## src/rtl/cbb_pkg.sv

```systemverilog
// Shared types and constants for the channel buffer bank.
package cbb_pkg;
    // Register type carried in the two low address bits.
    typedef enum logic [1:0] {
        REG_HI   = 2'd0,
        REG_LO   = 2'd1,
        REG_STAT = 2'd2,
        REG_NONE = 2'd3
    } reg_kind_e;

    localparam int WORD_W   = 16;
    localparam int BYTE_W   = 8;
    localparam int ER_BIT   = 7;
    localparam int TE_BIT   = 6;
    localparam logic [BYTE_W-1:0] STAT_RST = 8'h40;
endpackage

```

## src/rtl/cbb_burst.sv

```systemverilog
// Burst tracker: finds the end of a burst from chip select and remembers,
// for the burst in progress, whether it must be ignored (first access hit a
// status register) and whether a framing error occurred.
// Assumes accesses are only presented while cs_n is low.
module cbb_burst
    import cbb_pkg::*;
(
    input  logic      clk,
    input  logic      rst_n,
    input  logic      cs_n,
    input  logic      frame_err,
    input  logic      acc_valid,
    input  reg_kind_e acc_kind,
    output logic      burst_end,
    output logic      commit_ok,
    output logic      acc_block
);
    logic cs_q;
    logic first_q;
    logic ign_q;
    logic ferr_q;
    logic ign_now;

    // Previous chip-select level for edge detection.
    always_ff @(posedge clk) begin
        if (!rst_n) cs_q <= 1'b1;
        else        cs_q <= cs_n;
    end

    assign burst_end = cs_n && !cs_q;
    assign ign_now   = ign_q || (first_q && acc_valid && acc_kind == REG_STAT);
    assign acc_block = ign_now;
    assign commit_ok = !ferr_q && !frame_err && !ign_q;

    // Marks that the next access is the first of a burst.
    always_ff @(posedge clk) begin
        if (!rst_n)         first_q <= 1'b1;
        else if (cs_n)      first_q <= 1'b1;
        else if (acc_valid) first_q <= 1'b0;
    end

    // Holds the ignore decision for the rest of the burst.
    always_ff @(posedge clk) begin
        if (!rst_n)    ign_q <= 1'b0;
        else if (cs_n) ign_q <= 1'b0;
        else           ign_q <= ign_now;
    end

    // Accumulates framing errors over the burst.
    always_ff @(posedge clk) begin
        if (!rst_n)    ferr_q <= 1'b0;
        else if (cs_n) ferr_q <= 1'b0;
        else           ferr_q <= ferr_q || frame_err;
    end
endmodule

```

## src/rtl/cbb_chan.sv

```systemverilog
// One channel buffer: outgoing command bytes, the received word, the CRC
// error and transmit-empty flags, the pending request and the host-visible
// status copy that is refreshed only while chip select is high.
// Assumes write strobes are already gated by the burst tracker.
module cbb_chan
    import cbb_pkg::*;
(
    input  logic              clk,
    input  logic              rst_n,
    input  logic              clr,
    input  logic              cs_n,
    input  logic              burst_end,
    input  logic              commit_ok,
    input  logic              short8,
    input  logic              wr_hi,
    input  logic              wr_lo,
    input  logic [BYTE_W-1:0] wdata,
    input  logic              take,
    input  logic              rx_we,
    input  logic [WORD_W-1:0] rx_word,
    input  logic              rx_err,
    output logic              pend,
    output logic [WORD_W-1:0] tx_word,
    output logic [BYTE_W-1:0] rd_hi,
    output logic [BYTE_W-1:0] rd_lo,
    output logic [BYTE_W-1:0] stat_vis
);
    logic [BYTE_W-1:0] tx_hi, tx_lo;
    logic              seen_hi, seen_lo;
    logic              te, er;
    logic              sched;
    logic [BYTE_W-1:0] stat_live;

    assign sched = burst_end && commit_ok && seen_lo && (seen_hi || short8);

    // Command byte storage.
    always_ff @(posedge clk) begin
        if (!rst_n || clr) begin
            tx_hi <= '0;
            tx_lo <= '0;
        end else begin
            if (wr_hi) tx_hi <= wdata;
            if (wr_lo) tx_lo <= wdata;
        end
    end

    // Remembers which bytes the current burst wrote.
    always_ff @(posedge clk) begin
        if (!rst_n || clr || burst_end) begin
            seen_hi <= 1'b0;
            seen_lo <= 1'b0;
        end else begin
            if (wr_hi) seen_hi <= 1'b1;
            if (wr_lo) seen_lo <= 1'b1;
        end
    end

    // Pending request and transmit-empty flag; a new schedule beats a take.
    always_ff @(posedge clk) begin
        if (!rst_n || clr) begin
            pend <= 1'b0;
            te   <= 1'b1;
        end else if (sched) begin
            pend <= 1'b1;
            te   <= 1'b0;
        end else if (take) begin
            pend <= 1'b0;
            te   <= 1'b1;
        end
    end

    // Received word and its CRC verdict.
    always_ff @(posedge clk) begin
        if (!rst_n || clr) begin
            rd_hi <= '0;
            rd_lo <= '0;
            er    <= 1'b0;
        end else if (rx_we) begin
            rd_hi <= rx_word[WORD_W-1:BYTE_W];
            rd_lo <= rx_word[BYTE_W-1:0];
            er    <= rx_err;
        end
    end

    always_comb begin
        stat_live         = '0;
        stat_live[ER_BIT] = er;
        stat_live[TE_BIT] = te;
    end

    // Host-visible status, frozen while chip select is low.
    always_ff @(posedge clk) begin
        if (!rst_n || clr) stat_vis <= STAT_RST;
        else if (cs_n)     stat_vis <= stat_live;
    end

    assign tx_word = short8 ? {{BYTE_W{1'b0}}, tx_lo} : {tx_hi, tx_lo};
endmodule

```

## src/rtl/cbb_arb.sv

```systemverilog
// Per-bus selector: presents the lowest-numbered pending buffer and routes
// the engine's take pulse back to that buffer. Purely combinational.
module cbb_arb
    import cbb_pkg::*;
#(
    parameter  int NBUF = 4,
    localparam int BFW  = (NBUF > 1) ? $clog2(NBUF) : 1
) (
    input  logic [NBUF-1:0]        pend,
    input  logic [NBUF*WORD_W-1:0] words,
    input  logic                   take,
    output logic                   req,
    output logic [BFW-1:0]         idx,
    output logic [WORD_W-1:0]      word,
    output logic [NBUF-1:0]        take_vec
);
    // Fixed priority scan, lowest index wins.
    always_comb begin
        req = 1'b0;
        idx = '0;
        for (int k = NBUF - 1; k >= 0; k--) begin
            if (pend[k]) begin
                req = 1'b1;
                idx = BFW'(k);
            end
        end
    end

    assign word = words[idx*WORD_W +: WORD_W];

    // Routes the take pulse to the served buffer.
    always_comb begin
        take_vec = '0;
        if (take && req) take_vec[idx] = 1'b1;
    end
endmodule

```

## src/rtl/chan_buf_bank.sv

```systemverilog
// Top of the channel buffer bank: decodes byte accesses, gates writes with
// the burst tracker, instantiates one buffer per bus/channel pair and one
// selector per bus, and muxes read data.
// Assumes NBUS and NBUF are powers of two and at least 2.
module chan_buf_bank
    import cbb_pkg::*;
#(
    parameter  int NBUS = 4,
    parameter  int NBUF = 4,
    localparam int BSW  = $clog2(NBUS),
    localparam int BFW  = $clog2(NBUF),
    localparam int CHW  = BSW + BFW,
    localparam int NCH  = NBUS * NBUF,
    localparam int AW   = CHW + 2
) (
    input  logic                   clk,
    input  logic                   rst_n,
    input  logic                   cs_n,
    input  logic                   frame_err,
    input  logic                   acc_valid,
    input  logic                   acc_write,
    input  logic [AW-1:0]          acc_addr,
    input  logic [BYTE_W-1:0]      acc_wdata,
    output logic [BYTE_W-1:0]      acc_rdata,
    input  logic [NBUS-1:0]        short8,
    input  logic [NCH-1:0]         chan_clr,
    output logic [NBUS-1:0]        tx_req,
    output logic [NBUS*BFW-1:0]    tx_idx,
    output logic [NBUS*WORD_W-1:0] tx_word,
    input  logic [NBUS-1:0]        tx_take,
    input  logic [NBUS-1:0]        rx_valid,
    input  logic [NBUS*BFW-1:0]    rx_idx,
    input  logic [NBUS*WORD_W-1:0] rx_word,
    input  logic [NBUS-1:0]        rx_crc_err
);
    reg_kind_e            kind;
    logic [CHW-1:0]       ach;
    logic                 burst_end, commit_ok, acc_block, wr_ok;
    logic [NCH-1:0]       pend_all, take_vec;
    logic [NCH*WORD_W-1:0] words_all;
    logic [NCH*BYTE_W-1:0] rdh_all, rdl_all, vis_all;

    assign kind  = reg_kind_e'(acc_addr[1:0]);
    assign ach   = acc_addr[AW-1:2];
    assign wr_ok = acc_valid && acc_write && !cs_n && !acc_block;

    cbb_burst u_burst (
        .clk       (clk),
        .rst_n     (rst_n),
        .cs_n      (cs_n),
        .frame_err (frame_err),
        .acc_valid (acc_valid && !cs_n),
        .acc_kind  (kind),
        .burst_end (burst_end),
        .commit_ok (commit_ok),
        .acc_block (acc_block)
    );

    for (genvar b = 0; b < NBUS; b++) begin : g_bus
        for (genvar k = 0; k < NBUF; k++) begin : g_buf
            localparam int CH = b * NBUF + k;
            logic sel;
            assign sel = (ach == CHW'(CH));
            cbb_chan u_chan (
                .clk       (clk),
                .rst_n     (rst_n),
                .clr       (chan_clr[CH]),
                .cs_n      (cs_n),
                .burst_end (burst_end),
                .commit_ok (commit_ok),
                .short8    (short8[b]),
                .wr_hi     (wr_ok && sel && kind == REG_HI),
                .wr_lo     (wr_ok && sel && kind == REG_LO),
                .wdata     (acc_wdata),
                .take      (take_vec[CH]),
                .rx_we     (rx_valid[b] && rx_idx[b*BFW +: BFW] == BFW'(k)),
                .rx_word   (rx_word[b*WORD_W +: WORD_W]),
                .rx_err    (rx_crc_err[b]),
                .pend      (pend_all[CH]),
                .tx_word   (words_all[CH*WORD_W +: WORD_W]),
                .rd_hi     (rdh_all[CH*BYTE_W +: BYTE_W]),
                .rd_lo     (rdl_all[CH*BYTE_W +: BYTE_W]),
                .stat_vis  (vis_all[CH*BYTE_W +: BYTE_W])
            );
        end

        cbb_arb #(.NBUF(NBUF)) u_arb (
            .pend     (pend_all[b*NBUF +: NBUF]),
            .words    (words_all[b*NBUF*WORD_W +: NBUF*WORD_W]),
            .take     (tx_take[b]),
            .req      (tx_req[b]),
            .idx      (tx_idx[b*BFW +: BFW]),
            .word     (tx_word[b*WORD_W +: WORD_W]),
            .take_vec (take_vec[b*NBUF +: NBUF])
        );
    end

    // Read data selection by register type.
    always_comb begin
        case (kind)
            REG_HI:   acc_rdata = rdh_all[ach*BYTE_W +: BYTE_W];
            REG_LO:   acc_rdata = rdl_all[ach*BYTE_W +: BYTE_W];
            REG_STAT: acc_rdata = vis_all[ach*BYTE_W +: BYTE_W];
            default:  acc_rdata = '0;
        endcase
    end
endmodule

```

## config.mk

```make
export PLATFORM = sky130hd
export DESIGN_NAME = chan_buf_bank
export DESIGN_NICKNAME = d
export VERILOG_FILES = /design/src/rtl/cbb_pkg.sv /design/src/rtl/cbb_burst.sv /design/src/rtl/cbb_chan.sv /design/src/rtl/cbb_arb.sv /design/src/rtl/chan_buf_bank.sv
export SDC_FILE = /design/constraint.sdc
export NUM_CORES = 2
export LEC_CHECK = 0
export BUFFER_PORTS_ARGS = -buffer_cell sky130_fd_sc_hd__buf_4
export CORE_MARGIN = 3
export CORE_UTILIZATION = 60
export DETAILED_ROUTE_END_ITERATION = 12
export GPL_TIMING_DRIVEN = 0
export PLACE_DENSITY = 0.8
export SKIP_CTS_REPAIR_TIMING = 1
export SYNTH_ARGS = -nofsm -noshare
export SYNTH_HDL_FRONTEND = slang
export SYNTH_SLANG_ARGS = --single-unit
export TNS_END_PERCENT = 50
```

## constraint.sdc

```tcl
create_clock -name clk -period 3.8 [get_ports clk]
set_input_delay 0.76 -clock clk [delete_from_list [all_inputs] [get_ports clk]]
set_output_delay 0.76 -clock clk [all_outputs]
set_load 0.005 [all_outputs]
```

==> out/metrics.csv <==
metric,value,unit
final core utilization,0.717,
Worst setup SP type,primary input,
vias in the first global route,24902,
DRC violations left,0,
detailed-route vias per instance,6.14,
Leakage Power,10.8,nW
FILL cells,3573,
"Slew Viols, Final",0,
CTS Buffer Depth,3,
grt total ovfl,0,
HPWL Detailed,66900,µm
Internal,10.6,mW
core area,43600,µm²
final worst clock skew,7.13,ps
worst-path fanout max,10,
critical path arrival,3040,ps
cts bufs inserted,61,
die area,47300,µm²
clock share of power,0.440,
FF+latch area,12600,µm²
Net Sw Power,3.58,mW
multi-input logic area,13200,µm²
Synth Register Bits,628,
"Primary FF master, synth",dfxtp_1,
period utilization,1.00,
H-tree Lvls,2,
fraction of registers with async set/reset,0,
final count of negative-setup-slack endpoints,0,
"commonest non-fill, non-tap cells in the layout","nand2_1 (1205), a21oi_1 (660), dfxtp_1 (628)",
max-slew headroom at the worst pin,0.280,
cells after synthesis,3542,
I/O pin count,208,
CTS tree,yes,
"Cell Area, Synth",26800,µm²
PwrDens,452,nW/µm²
Final Non-Filler Cells,4443,
initial antenna violation count,6,
sw frac,0.253,
CTS root buf,clkbuf_16,
placed cells,4324,
share of layout cells above drive strength 1,0.130,
initial DRC count,3941,
status,completed,
sequential share of power,0.471,
Die W,217,µm
final net count,3930,
"Seq/Total Area, Yosys",0.469,
unrepaired setup endpoints after global routing,yes,
Sink Count,628,
number of synthesized flops with an enable pin,0,
# rows,76,
initial cell density of the core,0.615,
TNS Setup,0,ps
CP required,3040,ps
Final Worst Setup Slack,1.35,ps
Hold Path Class,in -> reg,
Antenna Violating Nets Remaining,0,
Final Hold Vio Count,0,
Area Overhead vs Synth,16.6,%
gr usage total,0.381,
"commonest non-fill, non-tap cell in the layout",nand2_1,
Tightest Pin Transition,1070,ps
Die Ht,217,µm
largest net degree at the start of global routing,16,
Syn Area/Cell,7.57,µm²
synthesis warning total,0,
total of max-cap violations,0,
port bufs,197,
placer's final routability congestion estimate,1.01,
vias,27258,
syn nets,3670,
Routed WL per cell,21.1,µm
VDD IR max,0.386,mV
fmax,263,MHz
worst skew pair latency,640,ps
Comb pwr share,0.089,
critical path endpoint category,output port,
Post-Route WL,93600,µm
Worst-path clk slew,60,ps
synth unique cells,55,
Tmin final,3800,ps
pre-CTS setup slack,-389,ps
first-pass GRT wire length,140000,µm
first drt pass iteration count,9,
critical path class,in -> out,
cell type report:
| cell class | count | area share |
|---|---|---|
| inverters | 19 | 0.00228 |
| multi-input cells | 2644 | 0.421 |
| repair buffers | 197 | 0.0473 |
| plain buffers | 251 | 0.0380 |
| flip-flops and latches | 628 | 0.402 |
| well taps | 585 | 0.0234 |
| clock buffers | 96 | 0.0598 |
| diodes | 3 | 0.000240 |
| clock inverters | 20 | 0.00592 |
critical path: stages:
cell      delay, ps
buf_4           120
inv_1            60
ha_1            280
buf_4           220
buf_4           240
clkbuf_2        260
nand3_1         150
nor4_2          350
a31oi_1         100
a41oi_2         330
buf_4           170
cell families (layout without fill, tap and decap cells):
group / after synthesis / after routing / synth area share
AND/OR/NAND/NOR: 1591 / 1591 / 0.242
buffers and inverters: 270 / 583 / 0.0433
multiplexers: 94 / 94 / 0.0430
other: 0 / 3 / 0
AO/OA/AOI/OAI: 955 / 955 / 0.201
flip-flops: 628 / 628 / 0.469
adder cells (fa/ha/maj): 4 / 4 / 0.00187
metal layers:
metal,track usage,vias to the layer above,wire length [µm]
li1,-,12438,-
met1,0.501,12759,35600
met2,0.593,1735,41600
met3,0.0913,316,11400
met4,0.181,10,4930
met5,0,-,97
power by group through the flow:
stage                     registers, mW  clock network [mW]  logic, mW
after floorplan                    6.79                   0      0.632
after global placement             6.80                   0       1.15
after detailed placement           6.80                   0       1.16
after CTS                          6.66                6.21       1.17
after global routing               6.66                6.49       1.32
final                              6.66                6.23       1.26
registers in the layout, indices dropped and copies added, names as in the netlist:
signal	cells
g_bus.g_buf.u_chan.tx_lo	128
g_bus.g_buf.u_chan.tx_hi	128
u_burst.ign_q	1
g_bus.g_buf.u_chan.seen_lo	16
g_bus.g_buf.u_chan.seen_hi	16
u_burst.first_q	1
g_bus.g_buf.u_chan.pend	16
u_burst.ferr_q	1
g_bus.g_buf.u_chan.stat_vis	32
g_bus.g_buf.u_chan.er	16
g_bus.g_buf.u_chan.rd_hi	128
g_bus.g_buf.u_chan.rd_lo	128
u_burst.cs_q	1
g_bus.g_buf.u_chan.te	16
worst paths after layout:
kind                                                        from                                           endpoint  slack [ps]  depth (start not counted)
hold / removal                                       chan_clr[4]  g_bus[1].g_buf[0].u_chan.stat_vis[6]$_SDFFE_PP1P_         340                          3
setup / recovery                                     acc_addr[1]                                       acc_rdata[6]           1                         11
hold reg to reg   g_bus[0].g_buf[1].u_chan.tx_hi[1]$_SDFFE_PP0P_     g_bus[0].g_buf[1].u_chan.tx_hi[1]$_SDFFE_PP0P_         450                          2
setup reg to reg                        u_burst.ign_q$_SDFF_PP0_     g_bus[0].g_buf[2].u_chan.tx_lo[6]$_SDFFE_PP0P_        1560                          6
cells in the mapped netlist, types with 6 or more instances:
cell type / n / area [µm²]
nand3_1: 26 / 130
mux2_2: 24 / 270
a211o_1: 12 / 105
o21a_1: 32 / 240
nand2b_1: 21 / 131
nor2_4: 16 / 180
o21ai_0: 66 / 330
and3_1: 9 / 56.3
a21oi_1: 664 / 3320
or2_2: 9 / 56.3
a222oi_1: 24 / 240
nand2_1: 1205 / 4520
inv_1: 19 / 71.3
nor2b_1: 27 / 169
mux4_2: 12 / 270
buf_1: 13 / 48.8
nor3_1: 9 / 45.0
a22oi_1: 43 / 323
mux2i_1: 56 / 561
buf_4: 17 / 128
o22ai_1: 49 / 307
and2_1: 9 / 56.3
o21bai_1: 8 / 60.1
dfxtp_1: 628 / 12600
a21o_1: 6 / 45.0
a211oi_1: 7 / 52.6
nor2_1: 215 / 807
a221oi_1: 21 / 184
buf_2: 44 / 220
nor2_2: 22 / 138
clkbuf_1: 173 / 649
metrics by stage:
stage / power, mW / hold WS (ps) / instance area [µm²]
finish: 14.1 / 342 / 31300
global route: 14.5 / 345 / 31300
CTS: 14.0 / 324 / 31100
detailed placement: 7.96 / 444 / 29000
global placement: 7.95 / 438 / 29000
floorplan: 7.42 / 432 / 26800
Power figures use the tool's default switching activity.
